[src/rtl/bcd_alarm_pkg.sv]
package bcd_alarm_pkg;

    // State code is {flag, enable}; the encoding is relied on by the FSM.
    typedef enum logic [1:0] {
        ST_IDLE     = 2'b00,
        ST_ARMED    = 2'b01,
        ST_LATCHED  = 2'b10,
        ST_ASSERTED = 2'b11
    } alm_state_e;

    localparam int ENABLE_BIT = 0;
    localparam int FLAG_BIT   = 0;

endpackage

[src/rtl/bcd_alarm_regs.sv]
module bcd_alarm_regs #(
    parameter int FIELD_W    = 8,
    parameter int NUM_FIELDS = 6,
    parameter int ADDR_W     = 3
) (
    input  logic                          clk_i,
    input  logic                          rst_ni,
    input  logic                          wr_en_i,
    input  logic [ADDR_W-1:0]             wr_addr_i,
    input  logic [FIELD_W-1:0]            wr_data_i,
    input  logic [ADDR_W-1:0]             rd_addr_i,
    input  logic                          en_i,
    input  logic                          flag_i,
    output logic [NUM_FIELDS*FIELD_W-1:0] alarm_o,
    output logic                          ctl_wr_o,
    output logic                          ctl_val_o,
    output logic                          stat_clr_o,
    output logic [FIELD_W-1:0]            rd_data_o
);
    import bcd_alarm_pkg::*;

    localparam logic [ADDR_W-1:0] CTRL_ADDR = ADDR_W'(NUM_FIELDS);
    localparam logic [ADDR_W-1:0] STAT_ADDR = ADDR_W'(NUM_FIELDS + 1);

    logic [FIELD_W-1:0] fld_q [NUM_FIELDS];

    for (genvar gi = 0; gi < NUM_FIELDS; gi++) begin : g_field
        localparam logic [ADDR_W-1:0] MY_ADDR = ADDR_W'(gi);

        always_ff @(posedge clk_i or negedge rst_ni) begin
            if (!rst_ni) begin
                fld_q[gi] <= '0;
            end else if (wr_en_i && (wr_addr_i == MY_ADDR)) begin
                fld_q[gi] <= wr_data_i;
            end
        end

        assign alarm_o[gi*FIELD_W +: FIELD_W] = fld_q[gi];
    end

    // Host write decode towards the state machine.
    always_comb begin
        ctl_wr_o   = wr_en_i && (wr_addr_i == CTRL_ADDR);
        ctl_val_o  = wr_data_i[ENABLE_BIT];
        stat_clr_o = wr_en_i && (wr_addr_i == STAT_ADDR) && wr_data_i[FLAG_BIT];
    end

    // Read mux.
    always_comb begin
        rd_data_o = '0;
        for (int k = 0; k < NUM_FIELDS; k++) begin
            if (rd_addr_i == ADDR_W'(k)) begin
                rd_data_o = fld_q[k];
            end
        end
        if (rd_addr_i == CTRL_ADDR) begin
            rd_data_o[ENABLE_BIT] = en_i;
        end else if (rd_addr_i == STAT_ADDR) begin
            rd_data_o[FLAG_BIT] = flag_i;
        end
    end

endmodule

[src/rtl/bcd_alarm_cmp.sv]
module bcd_alarm_cmp #(
    parameter int FIELD_W    = 8,
    parameter int NUM_FIELDS = 6
) (
    input  logic                          clk_i,
    input  logic                          rst_ni,
    input  logic                          tick_i,
    input  logic [NUM_FIELDS*FIELD_W-1:0] live_i,
    input  logic [NUM_FIELDS*FIELD_W-1:0] alarm_i,
    output logic                          hit_o,
    output logic                          evt_o
);

    logic [NUM_FIELDS-1:0] field_eq;

    for (genvar gi = 0; gi < NUM_FIELDS; gi++) begin : g_eq
        assign field_eq[gi] =
            (live_i[gi*FIELD_W +: FIELD_W] == alarm_i[gi*FIELD_W +: FIELD_W]);
    end

    assign hit_o = tick_i && (&field_eq);

    always_ff @(posedge clk_i or negedge rst_ni) begin
        if (!rst_ni) begin
            evt_o <= 1'b0;
        end else begin
            evt_o <= hit_o;
        end
    end

endmodule

[src/rtl/bcd_alarm_fsm.sv]
module bcd_alarm_fsm (
    input  logic clk_i,
    input  logic rst_ni,
    input  logic hit_i,
    input  logic ctl_wr_i,
    input  logic ctl_val_i,
    input  logic stat_clr_i,
    output logic en_o,
    output logic flag_o,
    output logic irq_o
);
    import bcd_alarm_pkg::*;

    alm_state_e state_q, state_d;
    logic       en_nx, flag_nx;

    always_ff @(posedge clk_i or negedge rst_ni) begin
        if (!rst_ni) begin
            state_q <= ST_IDLE;
        end else begin
            state_q <= state_d;
        end
    end

    // Next state: a match outranks a clear; control writes set the enable.
    always_comb begin
        en_nx   = 1'b0;
        flag_nx = 1'b0;
        unique case (state_q)
            ST_IDLE: begin
                en_nx   = ctl_wr_i && ctl_val_i;
                flag_nx = hit_i;
            end
            ST_ARMED: begin
                en_nx   = !(ctl_wr_i && !ctl_val_i);
                flag_nx = hit_i;
            end
            ST_LATCHED: begin
                en_nx   = ctl_wr_i && ctl_val_i;
                flag_nx = hit_i || !stat_clr_i;
            end
            ST_ASSERTED: begin
                en_nx   = !(ctl_wr_i && !ctl_val_i);
                flag_nx = hit_i || !stat_clr_i;
            end
            default: begin
                en_nx   = 1'b0;
                flag_nx = 1'b0;
            end
        endcase
        state_d = alm_state_e'({flag_nx, en_nx});
    end

    always_comb begin
        en_o   = 1'b0;
        flag_o = 1'b0;
        irq_o  = 1'b0;
        unique case (state_q)
            ST_IDLE: begin
            end
            ST_ARMED: begin
                en_o = 1'b1;
            end
            ST_LATCHED: begin
                flag_o = 1'b1;
            end
            ST_ASSERTED: begin
                en_o   = 1'b1;
                flag_o = 1'b1;
                irq_o  = 1'b1;
            end
            default: begin
            end
        endcase
    end

endmodule

[src/rtl/bcd_alarm_unit.sv]
module bcd_alarm_unit #(
    parameter int FIELD_W    = 8,
    parameter int NUM_FIELDS = 6,
    parameter int ADDR_W     = 3
) (
    input  logic                          clk_i,
    input  logic                          rst_ni,
    input  logic                          tick_i,
    input  logic [NUM_FIELDS*FIELD_W-1:0] live_time_i,
    input  logic                          wr_en_i,
    input  logic [ADDR_W-1:0]             wr_addr_i,
    input  logic [FIELD_W-1:0]            wr_data_i,
    input  logic [ADDR_W-1:0]             rd_addr_i,
    output logic [FIELD_W-1:0]            rd_data_o,
    output logic                          alarm_evt_o,
    output logic                          irq_o
);

    localparam int TIME_W = NUM_FIELDS * FIELD_W;

    logic [TIME_W-1:0] alarm_w;
    logic              ctl_wr_w, ctl_val_w, stat_clr_w;
    logic              hit_w, en_w, flag_w;

    bcd_alarm_regs #(
        .FIELD_W   (FIELD_W),
        .NUM_FIELDS(NUM_FIELDS),
        .ADDR_W    (ADDR_W)
    ) regs_i (
        .clk_i     (clk_i),
        .rst_ni    (rst_ni),
        .wr_en_i   (wr_en_i),
        .wr_addr_i (wr_addr_i),
        .wr_data_i (wr_data_i),
        .rd_addr_i (rd_addr_i),
        .en_i      (en_w),
        .flag_i    (flag_w),
        .alarm_o   (alarm_w),
        .ctl_wr_o  (ctl_wr_w),
        .ctl_val_o (ctl_val_w),
        .stat_clr_o(stat_clr_w),
        .rd_data_o (rd_data_o)
    );

    bcd_alarm_cmp #(
        .FIELD_W   (FIELD_W),
        .NUM_FIELDS(NUM_FIELDS)
    ) cmp_i (
        .clk_i  (clk_i),
        .rst_ni (rst_ni),
        .tick_i (tick_i),
        .live_i (live_time_i),
        .alarm_i(alarm_w),
        .hit_o  (hit_w),
        .evt_o  (alarm_evt_o)
    );

    bcd_alarm_fsm fsm_i (
        .clk_i     (clk_i),
        .rst_ni    (rst_ni),
        .hit_i     (hit_w),
        .ctl_wr_i  (ctl_wr_w),
        .ctl_val_i (ctl_val_w),
        .stat_clr_i(stat_clr_w),
        .en_o      (en_w),
        .flag_o    (flag_w),
        .irq_o     (irq_o)
    );

endmodule

[config.mk]
export PLATFORM = sky130hd
export DESIGN_NAME = bcd_alarm_unit
export DESIGN_NICKNAME = d
export VERILOG_FILES = /design/src/rtl/bcd_alarm_pkg.sv /design/src/rtl/bcd_alarm_regs.sv /design/src/rtl/bcd_alarm_cmp.sv /design/src/rtl/bcd_alarm_fsm.sv /design/src/rtl/bcd_alarm_unit.sv
export SDC_FILE = /design/constraint.sdc
export NUM_CORES = 1
export LEC_CHECK = 0
export BUFFER_PORTS_ARGS = -buffer_cell sky130_fd_sc_hd__buf_2
export CORE_UTILIZATION = 57
export CTS_CLUSTER_DIAMETER = 40
export DETAILED_ROUTE_END_ITERATION = 8
export MAX_ROUTING_LAYER = met4
export PLACE_DENSITY = 0.85
export SETUP_SLACK_MARGIN = 0.02
export SLEW_MARGIN = 20
export SYNTH_ARGS = -nofsm -noshare
export SYNTH_HDL_FRONTEND = slang
export SYNTH_HIERARCHICAL = 1
export SYNTH_SLANG_ARGS = --single-unit
[constraint.sdc]
create_clock -name clk_i -period 3.04 [get_ports clk_i]
set_input_delay 0.304 -clock clk_i [delete_from_list [all_inputs] [get_ports clk_i]]
set_output_delay 0.304 -clock clk_i [all_outputs]
set_load 0.1 [all_outputs]
==> results by group, run 1 <==
Worst setup path
  – CP Launch Type: primary input
  – Crit Path Category: primary input to output port
  – Slowest stage delay, CP: 0.46 ns
  – CP endpoint kind: output port
  – CP Data Arrival Time: 1.79 ns
  – Critical Path, Cell by Cell: buf_2, nor2b_1, a221oi_1, a31oi_1, buf_2
  – Reg2reg setup slack: 1.17 ns
  – WP data required: 2.74 ns
  – Crit path max fanout: 18
  – CP most frequent cell: buf_2
  – Worst path slowest cell: buf_2

CTS
  – Hold-fix buffers, CTS: 0
  – CTS clock-pin slew for the worst setup and hold paths: 0.08 ns
  – Sink Count: 51
  – Cts repair resizes: 0
  – CTS tree: yes
  – Longest Clk Path Bufs: 2
  – Root Buffer: clkbuf_8
  – Worst-Skew Late Latency: 0.30 ns
  – H-Tree Depth: 2
  – Setup Fix Bufs, Post-CTS: 0
  – Number of CTS-inserted buffers: 5

Synth
  – Seq cells post-synth: 51
  – Synth Warn #: 6
  – Mean Syn Cell Area: 12.0 um2
  – Dominant synthesized flop cell: dfrtp_1
  – EDFF count, synth: 0
  – Share of the synthesized area in the top cell type: 42.9%
  – Ys async rst share: 100%
  – Synth unique cells: 37
  – Synth area leaders: dfrtp_1 43%, mux2_2 20%, xor2_1 11%
  – Syn nets: 313
  – Sequential area share after synthesis: 42.9%
  – Syn Inst Count: 247
  – Synth Cell Area: 2970 um2
  – Cell taking the most area after synthesis: dfrtp_1

Power and ir drop
  – Power density cells: 582 nW/um2
  – Leakage: 1.60 nW
  – Final Power: 2.01 mW
  – Worst vdd ir: 0.339 mV

Die
  – Core region area: 4880 um2
  – I/O pins: 76
  – Die height: 74.2 um
  – Initial Utilization: 60.9%
  – Die X: 74.2 um
  – Full die area: 5510 um2
  – FP Rows: 25

Detailed routing
  – Vias: 2282
  – DRT Pass-1 Iters: 4
  – Drt via density: 5.93
  – Post-route ant nets: 0
  – DRC: 0
  – Wire length per cell: 19.7 um
  – Final wirelength: 7.59 mm
  – Detailed Route Iter0 Violations: 138

Global route
  – Vias in the first global route: 2232
  – Largest net degree at the start of global routing: 31
  – Initial antenna violation count: 0
  – First-pass GRT wire length: 11.4 mm
  – Total GRT Usage: 30.0%
  – Gr ovfl total: 0

Run
  – Max cap viols: 0

Timing
  – Final Max Tran Viols: 0
  – Final Setup Violations: 0
  – Tmin final: 2.09 ns
  – RSZ-0062 raised after global routing: false
  – Max frequency: 0.478 GHz
  – Slew @ Worst Pin: 0.817 ns
  – Crit share post-route: 68.9%
  – Relative slew slack: 45.3%
  – WHS: 0.0472 ns
  – Final Hold Viols: 0
  – Worst Setup Slack, final: 0.947 ns
  – Clock skew: 0.00544 ns

Finish
  – Antenna fix cells: 0
  – Area grow syn2layout: 16.2%
  – Final nets: 385
  – Share of layout cells above drive strength 1: 45.0%
  – Layout Cells excl Fill: 385

Run status
  – Outcome: finished clean

Placement
  – Pre-CTS WS: 0.999 ns
  – I/O Buffers: 75
  – RePlAce Congestion: 0.896
  – # placed instances: 379
  – Dpl hpwl: 5.60 mm

Min path
  – Worst min-delay path class: primary input to async pin
==> critical path, delay by kind of cell <==
| kind | cells | cell delay, ns |
|---|---|---|
| buffers and inverters | 2 | 0.71 |
| AO/OA/AOI/OAI | 2 | 0.36 |
| AND/OR/NAND/NOR | 1 | 0.41 |
==> state kept, by name, indices dropped and copies added (netlist names) <==
signal          count
regs_i/alarm_o     48
fsm_i/state_q       2
cmp_i/evt_o         1
==> cell type report <==
cell class	count	area (um2)
well taps	67	83.8
flip-flops and latches	51	1280
multi-input cells	176	1600
clock buffers	6	72.6
repair buffers	78	398
fillers	393	1430
inverters	7	26.3
==> per-stage QoR <==
step	cell area, um2	util, %	TNS, ns
floorplan	2970	-	-0.639
global placement	3380	69.3	0
detailed placement	3380	69.3	0
CTS	3450	70.8	0
global route	3450	70.8	0
finish	3450	70.8	0
==> worst paths after layout <==
kind | from | endpoint | cells past startpoint
worst max-delay path | rd_addr_i[2] | rd_data_o[7] | 5
worst min-delay path | rst_ni | fsm_i/state_q[0] | 1
worst max register to register | regs_i/alarm_o[12] | fsm_i/state_q[1] | 5
worst min register to register | fsm_i/state_q[1] | fsm_i/state_q[1] | 1
max in group asynchronous | rst_ni | regs_i/alarm_o[47] | 2
min in group clk_i | wr_data_i[6] | regs_i/alarm_o[38] | 2
==> kinds of logic after synthesis <==
group | after synthesis | share of synthesized area [%]
and+or+nand+nor | 46 | 9.90
muxes | 69 | 26.5
buffers and inverters | 20 | 3.33
DFF | 51 | 42.9
AOI/OAI and AO/OA | 19 | 4.93
xor gates and xnor gates | 42 | 12.4
==> metal layers <==
metal	track usage [%]	vias up	share of wire (%)	wire length, um
met4	12.8	0	3.2	241
met5	-	-	0	0
met2	44.8	126	46	3460
li1	-	1035	-	-
met3	4.61	22	6.5	492
met1	40.6	1099	45	3400
==> report_power, final <==
part | leakage (nW) | internal [mW] | total (mW) | switching, mW
sequential | 0.616 | 0.822 | 0.974 | 0.152
combinational | 0.945 | 0.302 | 0.673 | 0.372
clock | 0.0371 | 0.154 | 0.364 | 0.210
==> synthesized netlist by cell type, types with 4 or more instances <==
library cell / n
dfrtp_1: 51
nand2_1: 13
mux2i_1: 12
buf_2: 5
o21ai_0: 4
a221oi_1: 4
buf_4: 4
nor2b_1: 4
mux2_2: 54
nor4_1: 8
xor2_1: 36
inv_1: 6
xnor2_1: 6
==> cell usage in the layout (no fill, tap or decap), types with 3 or more instances in the layout <==
| cell type | n |
|---|---|
| a221oi_1 | 4 |
| a31oi_1 | 3 |
| buf_2 | 75 |
| buf_4 | 3 |
| clkbuf_8 | 5 |
| dfrtp_1 | 51 |
| inv_1 | 6 |
| mux2_2 | 54 |
| mux2i_1 | 12 |
| nand2_1 | 13 |
| nand2b_1 | 3 |
| nand4_1 | 3 |
| nor2b_1 | 4 |
| nor4_1 | 8 |
| o21ai_0 | 4 |
| o32a_1 | 3 |
| xnor2_1 | 6 |
| xor2_1 | 36 |
Note: power is estimated with default switching activity, not from simulation.
==> run 2: changes to the inputs <==
--- a/config.mk
+++ b/config.mk
@@ -5,12 +5,13 @@
 export SDC_FILE = /design/constraint.sdc
 export NUM_CORES = 1
 export LEC_CHECK = 0
+export ABC_AREA = 1
 export BUFFER_PORTS_ARGS = -buffer_cell sky130_fd_sc_hd__buf_2
-export CORE_UTILIZATION = 57
+export CORE_UTILIZATION = 54
 export CTS_CLUSTER_DIAMETER = 40
 export DETAILED_ROUTE_END_ITERATION = 8
 export MAX_ROUTING_LAYER = met4
-export PLACE_DENSITY = 0.85
+export PLACE_DENSITY = 0.8
 export SETUP_SLACK_MARGIN = 0.02
 export SLEW_MARGIN = 20
 export SYNTH_ARGS = -nofsm -noshare
==> constraint.sdc (replaced) <==
create_clock -name clk_i -period 1.94 [get_ports clk_i]
set_input_delay 0.194 -clock clk_i [delete_from_list [all_inputs] [get_ports clk_i]]
set_output_delay 0.194 -clock clk_i [all_outputs]
set_load 0.1 [all_outputs]
==> run 2 against run 1 <==
Effect of this change: synthesized cell count rose by 85%; synthesized area rose by 5.8%; non-clock buffer count increased by 3; routed wire length up 15%; register-to-register slack lost 0.60 ns; via count rose by 40%; critical endpoint is now rd_data_o[6]; global-route usage rose by 2.7 points; combinational power up 56%; first-iteration DRC count rose by 110%; hold slack better by 0.051 ns; die area rose by 11%; critical path type unchanged; largest cell class unchanged.
==> results by group, run 2 <==
Timing
  – Final Hold Viols: 0 (unchanged)
  – Tmin final: 1.65 ns
  – RSZ-0062 raised after global routing: false (unchanged)
  – Crit share post-route: 85.2%
  – Final Setup Violations: 0 (unchanged)
  – Max frequency: 0.605 GHz
  – Setup TNS: 0 ns (unchanged)
  – Clock skew: 0.00397 ns (was 0.00544 ns)
  – Slew @ Worst Pin: 0.642 ns (was 0.817 ns)
  – Relative slew slack: 57.1% (was 45.3%)
  – Final Max Tran Viols: 0 (unchanged)

Detailed routing
  – Final wirelength: 8.71 mm (was 7.59 mm)
  – Vias: 3206 (was 2282)
  – Post-route ant nets: 0 (unchanged)
  – Wire length per cell: 14.4 um (was 19.7 um)
  – DRT Pass-1 Iters: 5 (was 4)
  – DRC: 0 (unchanged)
  – Drt via density: 5.29 (was 5.93)
  – Detailed Route Iter0 Violations: 295 (was 138)

Finish
  – Fillers: 508 (was 393)
  – Area of the multi-input gates: 1500 um2 (was 1600 um2)
  – Antenna fix cells: 0 (unchanged)
  – Most frequent cells in the layout: 154 x nand2_1, 70 x inv_1, 67 x buf_2 (was 75 x buf_2, 54 x mux2_2, 51 x dfrtp_1)
  – Cell area after layout: 3820 um2 (was 3450 um2)
  – Area grow syn2layout: 21.4% (was 16.2%)
  – Final nets: 599 (was 385)
  – Share of layout cells above drive strength 1: 18.2% (was 45.0%)
  – Reg area: 1280 um2 (unchanged)
  – Number of flip-flops in the largest register: 48 (unchanged)
  – Post-layout util: 68.5% (was 70.8%)
  – Commonest non-fill, non-tap cell in the layout: nand2_1 (was buf_2)

Die
  – Die height: 78.3 um (was 74.2 um)
  – Initial Utilization: 56.4% (was 60.9%)
  – Full die area: 6130 um2 (was 5510 um2)
  – FP Rows: 27 (was 25)
  – Die X: 78.3 um (was 74.2 um)
  – Core region area: 5570 um2 (was 4880 um2)
  – I/O pins: 76 (unchanged)

Global route
  – First-pass GRT wire length: 14.6 mm (was 11.4 mm)
  – Largest net degree at the start of global routing: 52 (was 31)
  – Vias in the first global route: 3158 (was 2232)
  – Gr ovfl total: 0 (unchanged)
  – Initial antenna violation count: 0 (unchanged)
  – Total GRT Usage: 32.7% (was 30.0%)

CTS
  – Worst-Skew Late Latency: 0.32 ns (was 0.30 ns)
  – Longest Clk Path Bufs: 2 (unchanged)
  – Hold-fix buffers, CTS: 1 (was 0)
  – Root Buffer: clkbuf_8 (unchanged)
  – Number of CTS-inserted buffers: 5 (unchanged)
  – Sink Count: 51 (unchanged)
  – CTS clock-pin slew for the worst setup and hold paths: 0.10 ns (was 0.08 ns)
  – Setup Fix Bufs, Post-CTS: 0 (unchanged)
  – CTS tree: yes (unchanged)
  – Cts repair resizes: 0 (unchanged)
  – H-Tree Depth: 2 (unchanged)

Synth
  – Syn nets: 523 (was 313)
  – Synth top cells by count: 154 x nand2_1, 70 x inv_1, 59 x o21ai_0 (was 54 x mux2_2, 51 x dfrtp_1, 36 x xor2_1)
  – Synth unique cells: 23 (was 37)
  – Seq cells post-synth: 51 (unchanged)
  – Share of the synthesized area in the top cell type: 40.6% (was 42.9%)
  – EDFF count, synth: 0 (unchanged)
  – Cell taking the most area after synthesis: dfrtp_1 (unchanged)
  – Dominant synthesized flop cell: dfrtp_1 (unchanged)
  – Mean Syn Cell Area: 6.88 um2 (was 12.0 um2)
  – Most common cell in the netlist: nand2_1 (was mux2_2)
  – Synth Warn #: 6 (unchanged)
  – Sequential area share after synthesis: 40.6% (was 42.9%)
  – Synth area leaders: dfrtp_1 41%, nand2_1 18%, o21ai_0 9.4% (was dfrtp_1 43%, mux2_2 20%, xor2_1 11%)
  – Synth Cell Area: 3140 um2 (was 2970 um2)
  – Syn Inst Count: 457 (was 247)
  – Ys async rst share: 100% (unchanged)

Min path
  – Worst min-delay path class: primary input to flop (was primary input to async pin)

Power and ir drop
  – Seq pwr share: 44.5% (was 48.4%)
  – Comb power frac: 32.0% (was 33.5%)
  – Leakage: 2.04 nW (was 1.60 nW)
  – Clk pwr share: 23.5% (was 18.1%)
  – Power density cells: 862 nW/um2 (was 582 nW/um2)
  – Sw frac: 38.2% (was 36.5%)
  – Internal power: 2.04 mW (was 1.28 mW)
  – Worst vdd ir: 0.610 mV (was 0.339 mV)
  – Switching power: 1.26 mW (was 0.734 mW)

Placement
  – Dpl cell area: 3700 um2 (was 3380 um2)
  – Dpl hpwl: 6.50 mm (was 5.60 mm)
  – I/O Buffers: 75 (unchanged)
  – RePlAce Congestion: 0.907 (was 0.896)

Worst setup path
  – Crit Path Category: primary input to output port (unchanged)
  – CP Data Arrival Time: 1.46 ns (was 1.79 ns)
  – Critical Path, Cell by Cell: buf_2, clkinv_8, nor3_4, nand2_1, o211a_1, nand4_1, buf_12 (was buf_2, nor2b_1, a221oi_1, a31oi_1, buf_2)
  – CP Launch Type: primary input (unchanged)
  – Cell family contributing the most delay on the critical path: buffers and inverters (unchanged)
  – CP endpoint kind: output port (unchanged)
  – Slowest stage delay, CP: 0.33 ns (was 0.46 ns)
  – Worst path slowest cell: nor3_4 (was buf_2)
  – WP data required: 1.75 ns (was 2.74 ns)
  – Crit path max fanout: 7 (was 18)
  – Worst Path Buf+Inv: 3 (was 2)

Run status
  – Outcome: finished clean (unchanged)

Run
  – Max cap viols: 0 (unchanged)
## run 2: cell count changes in the layout (fill, tap and decap cells not counted), moves of 12 or more
cell / previous run / this run
mux2i_1: 12 / 0
inv_1: 6 / 70
nand3_1: 2 / 15
mux2_2: 54 / 0
nor2_1: 2 / 35
nand2_1: 13 / 154
o21ai_1: 0 / 18
o21ai_0: 4 / 59
xor2_1: 36 / 10
## run 2: final timing paths
| check | from | to | slack [ns] | cells after the start |
|---|---|---|---|---|
| setup reg to reg | regs_i/alarm_o[38] | fsm_i/state_q[1] | 0.57 | 8 |
| hold / removal | wr_data_i[0] | fsm_i/state_q[0] | 0.1 | 3 |
| min in group asynchronous | rst_ni | regs_i/alarm_o[27] | 0.50 | 3 |
| setup / recovery | rd_addr_i[1] | rd_data_o[6] | 0.29 | 7 |
| hold reg to reg | fsm_i/state_q[1] | fsm_i/state_q[1] | 0.50 | 2 |
| max in group asynchronous | rst_ni | regs_i/alarm_o[32] | 1.01 | 3 |
## run 2: final cells by class
cell class	count	area share, %
Clock inverter	3	1.15
Tap cell	72	2.36
Timing Repair Buffer	81	14.2
Clock buffer	5	1.80
Inverter	73	7.90
Multi-Input combinational cell	321	39.2
Sequential cell	51	33.4
## run 2: logic make-up after synthesis
group,share of synthesized area [%]
AOI/OAI and AO/OA,13.5
and+or+nand+nor,30.4
xor gates and xnor gates,3.62
DFF,40.6
buffers and inverters,11.9
## run 2: power groups by stage
stage               logic [mW]  clock network (mW)  registers (mW)
global route              1.17               0.812            1.50
global placement          1.01                   0            1.48
finish                    1.05               0.774            1.47
detailed placement        1.04                   0            1.48
floorplan                0.703                   0            1.41
CTS                       1.05               0.777            1.46
## run 2: stage by stage
stage	hold WS, ns	instances	worst slack, ns	power [mW]
after global placement	0.340	597	0.347	2.49
after detailed placement	0.345	597	0.316	2.53
final	0.0980	606	0.287	3.29
after CTS	0.0998	606	0.303	3.29
after floorplan	-0.102	457	0.115	2.12
after global routing	0.114	606	0.170	3.48
## run 2: worst min-delay path, stage by stage
cell and delay (ns):
buf_2 0.10, nand2_1 0.04, nand2_1 0.05
## run 2: metal layers
metal	routed length [um]	track usage (%)
met5	0	-
met3	573	6.51
met4	327	13.3
met2	4130	53.4
met1	3670	39.6
==> run 3: changes to the inputs <==
--- a/config.mk
+++ b/config.mk
@@ -7,6 +7,7 @@
 export LEC_CHECK = 0
 export ABC_AREA = 1
 export BUFFER_PORTS_ARGS = -buffer_cell sky130_fd_sc_hd__buf_2
+export CORE_ASPECT_RATIO = 1.1
 export CORE_UTILIZATION = 54
 export CTS_CLUSTER_DIAMETER = 40
 export DETAILED_ROUTE_END_ITERATION = 8
==> run 3 against run 2 <==
Effect of this change: total power down 2.9%; hold slack better by 0.042 ns; clock power down 12%; die area is essentially flat; combinational power about the same; register-to-register slack is essentially flat; non-clock buffer count unchanged; cell area about the same; highest routed layer unchanged.
==> results by group, run 3 (synthesis gave the netlist of run 2 again) <==
Run status
  – Outcome: finished clean (unchanged)

Detailed routing
  – Vias: 3226 (was 3206)
  – Wire length per cell: 14.2 um (was 14.4 um)
  – Final wirelength: 8.65 mm (was 8.71 mm)
  – DRC: 0 (unchanged)
  – Drt via density: 5.30 (was 5.29)
  – DRT Pass-1 Iters: 8 (was 5)
  – Post-route ant nets: 0 (unchanged)
  – Detailed Route Iter0 Violations: 328 (was 295)

CTS
  – Sink Count: 51 (unchanged)
  – Root Buffer: clkbuf_8 (unchanged)
  – Longest Clk Path Bufs: 2 (unchanged)
  – CTS tree: yes (unchanged)
  – H-Tree Depth: 2 (unchanged)
  – CTS clock-pin slew for the worst setup and hold paths: 0.09 ns (was 0.10 ns)
  – Worst-Skew Late Latency: 0.31 ns (was 0.32 ns)
  – Setup Fix Bufs, Post-CTS: 0 (unchanged)
  – Number of CTS-inserted buffers: 5 (unchanged)

Die
  – FP Rows: 28 (was 27)
  – Die height: 82.0 um (was 78.3 um)
  – Full die area: 6130 um2 (about the same)
  – Die X: 74.8 um (was 78.3 um)
  – I/O pins: 76 (unchanged)
  – Core region area: 5500 um2 (was 5570 um2)
  – Initial Utilization: 57.2% (was 56.4%)

Power and ir drop
  – Seq pwr share: 45.8% (was 44.5%)
  – Sw frac: 38.1% (was 38.2%)
  – Leakage: 2.03 nW (was 2.04 nW)
  – Internal power: 1.98 mW (was 2.04 mW)
  – Clk pwr share: 21.3% (was 23.5%)
  – Worst vdd ir: 0.676 mV (was 0.610 mV)
  – Comb power frac: 32.9% (was 32.0%)
  – Switching power: 1.22 mW (was 1.26 mW)
  – Power density cells: 836 nW/um2 (was 862 nW/um2)

Placement
  – Pre-CTS WS: 0.305 ns (was 0.316 ns)
  – I/O Buffers: 75 (unchanged)
  – Dpl cell area: 3710 um2 (was 3700 um2)
  – # placed instances: 600 (was 597)
  – Dpl hpwl: 6.46 mm (was 6.50 mm)
  – RePlAce Congestion: 0.895 (was 0.907)

Timing
  – RSZ-0062 raised after global routing: false (unchanged)
  – Final Hold Viols: 0 (unchanged)
  – Final Setup Violations: 0 (unchanged)
  – WHS: 0.140 ns (was 0.0980 ns)
  – Final Max Tran Viols: 0 (unchanged)
  – Clock skew: 0.00449 ns (was 0.00397 ns)
  – Relative slew slack: 57.6% (was 57.1%)
  – Slew @ Worst Pin: 0.634 ns (was 0.642 ns)
  – Setup TNS: 0 ns (unchanged)
  – Crit share post-route: 85.5% (was 85.2%)
  – Worst Setup Slack, final: 0.281 ns (was 0.287 ns)
  – Max frequency: 0.603 GHz (was 0.605 GHz)
  – Tmin final: 1.66 ns (was 1.65 ns)

Worst setup path
  – CP Launch Type: flop (was primary input)
  – Worst r2r path cells: 8 (unchanged)
  – CP endpoint kind: output port (unchanged)
  – WP data required: 1.75 ns (about the same)
  – Crit path max fanout: 4 (was 7)
  – Reg-to-Reg End: fsm_i/state_q[1] (unchanged)
  – Reg2reg setup slack: 0.56 ns (was 0.57 ns)
  – CP Data Arrival Time: 1.46 ns (about the same)
  – Crit Path Category: flop to output port (was primary input to output port)
  – RR Startpoint: regs_i/alarm_o[1] (was regs_i/alarm_o[38])

Global route
  – Met1 Use GR: 40.7% (was 39.6%)
  – First-pass GRT wire length: 13.9 mm (was 14.6 mm)
  – GR Util met2: 53.2% (was 53.4%)
  – Global-route met3 utilization: 5.64% (was 6.51%)
  – Initial antenna violation count: 0 (unchanged)
  – Largest net degree at the start of global routing: 33 (was 52)
  – Vias in the first global route: 2979 (was 3158)
  – Gr ovfl total: 0 (unchanged)
  – Busiest grt layer: met2 (unchanged)
  – Total GRT Usage: 32.5% (was 32.7%)

Run
  – Max cap viols: 0 (unchanged)

Finish
  – Area grow syn2layout: 21.6% (was 21.4%)
  – Fillers: 499 (was 508)
  – Number of flip-flops in the largest register: 48 (unchanged)
  – Layout Cells excl Fill: 609 (was 606)
  – Final nets: 599 (unchanged)
  – Reg area: 1280 um2 (unchanged)
  – Commonest non-fill, non-tap cell in the layout: nand2_1 (unchanged)
  – Share of layout cells above drive strength 1: 18.0% (was 18.2%)
  – Most frequent cells in the layout: 154 x nand2_1, 70 x inv_1, 67 x buf_2 (unchanged)
  – Cell area after layout: 3820 um2 (about the same)
  – Area of the multi-input gates: 1500 um2 (unchanged)
  – Antenna fix cells: 0 (unchanged)

Min path
  – Worst min-delay path class: primary input to flop (unchanged)
  – Min-delay src: wr_data_i[0] (unchanged)
  – Hold-critical path endpoint: fsm_i/state_q[0] (unchanged)
  – WHS Path Cells: 3 (unchanged)
-- run 3: per-layer routing --
layer / vias to the layer above / part of all wire [%] / wire (um)
met5: - / 0 / 0
met3: 25 / 8.0 / 692
met1: 1456 / 41 / 3510
li1: 1584 / - / -
met2: 161 / 49 / 4200
met4: 0 / 2.8 / 242
-- run 3: worst max path at each step --
| stage | startpoint | slack (ns) | to |
|---|---|---|---|
| 6_report | regs_i/alarm_o[7] | 0.28 | rd_data_o[7] |
| 5_1_grt | regs_i/alarm_o[1] | 0.17 | rd_data_o[1] |
| 4_1_cts | rd_addr_i[1] | 0.29 | rd_data_o[6] |
| 3_5_place_dp | rd_addr_i[1] | 0.30 | rd_data_o[6] |
| 3_3_place_gp | rd_addr_i[1] | 0.36 | rd_data_o[6] |
| 2_1_floorplan | rd_addr_i[1] | 0.12 | rd_data_o[4] |
-- run 3: layout make-up --
class                           instances  area share [%]
Inverter                               73            7.89
Tap cell                               75            2.45
Sequential cell                        51            33.4
Clock buffer                            8            2.62
Timing Repair Buffer                   81            14.5
Multi-Input combinational cell        321            39.1
-- run 3: metrics by stage --
step	util, %	power (mW)
floorplan	-	2.12
global placement	67.5	2.48
detailed placement	67.5	2.52
CTS	69.5	3.20
global route	69.5	3.39
finish	69.5	3.20
-- run 3: what timing repair did --
item                                   in CTS  in global routing
hold buffers                                1                  0
gates resized for setup                     0                  0
endpoints found under the hold margin      19                  0
-- run 3: worst max-delay path: stages (launching register included) --
cell     delay (ns)
dfrtp_1        0.44
nand3_1        0.11
o21ai_1        0.07
a21oi_1        0.15
nand4_1        0.17
buf_12         0.21
-- run 3: power by group through the flow --
stage          registers [mW]  clock network, mW  logic (mW)
6_report                 1.47              0.680        1.05
5_1_grt                  1.50              0.739        1.16
2_1_floorplan            1.41                  0       0.703
4_1_cts                  1.46              0.685        1.05
3_5_place_dp             1.48                  0        1.04
3_3_place_gp             1.48                  0        1.01
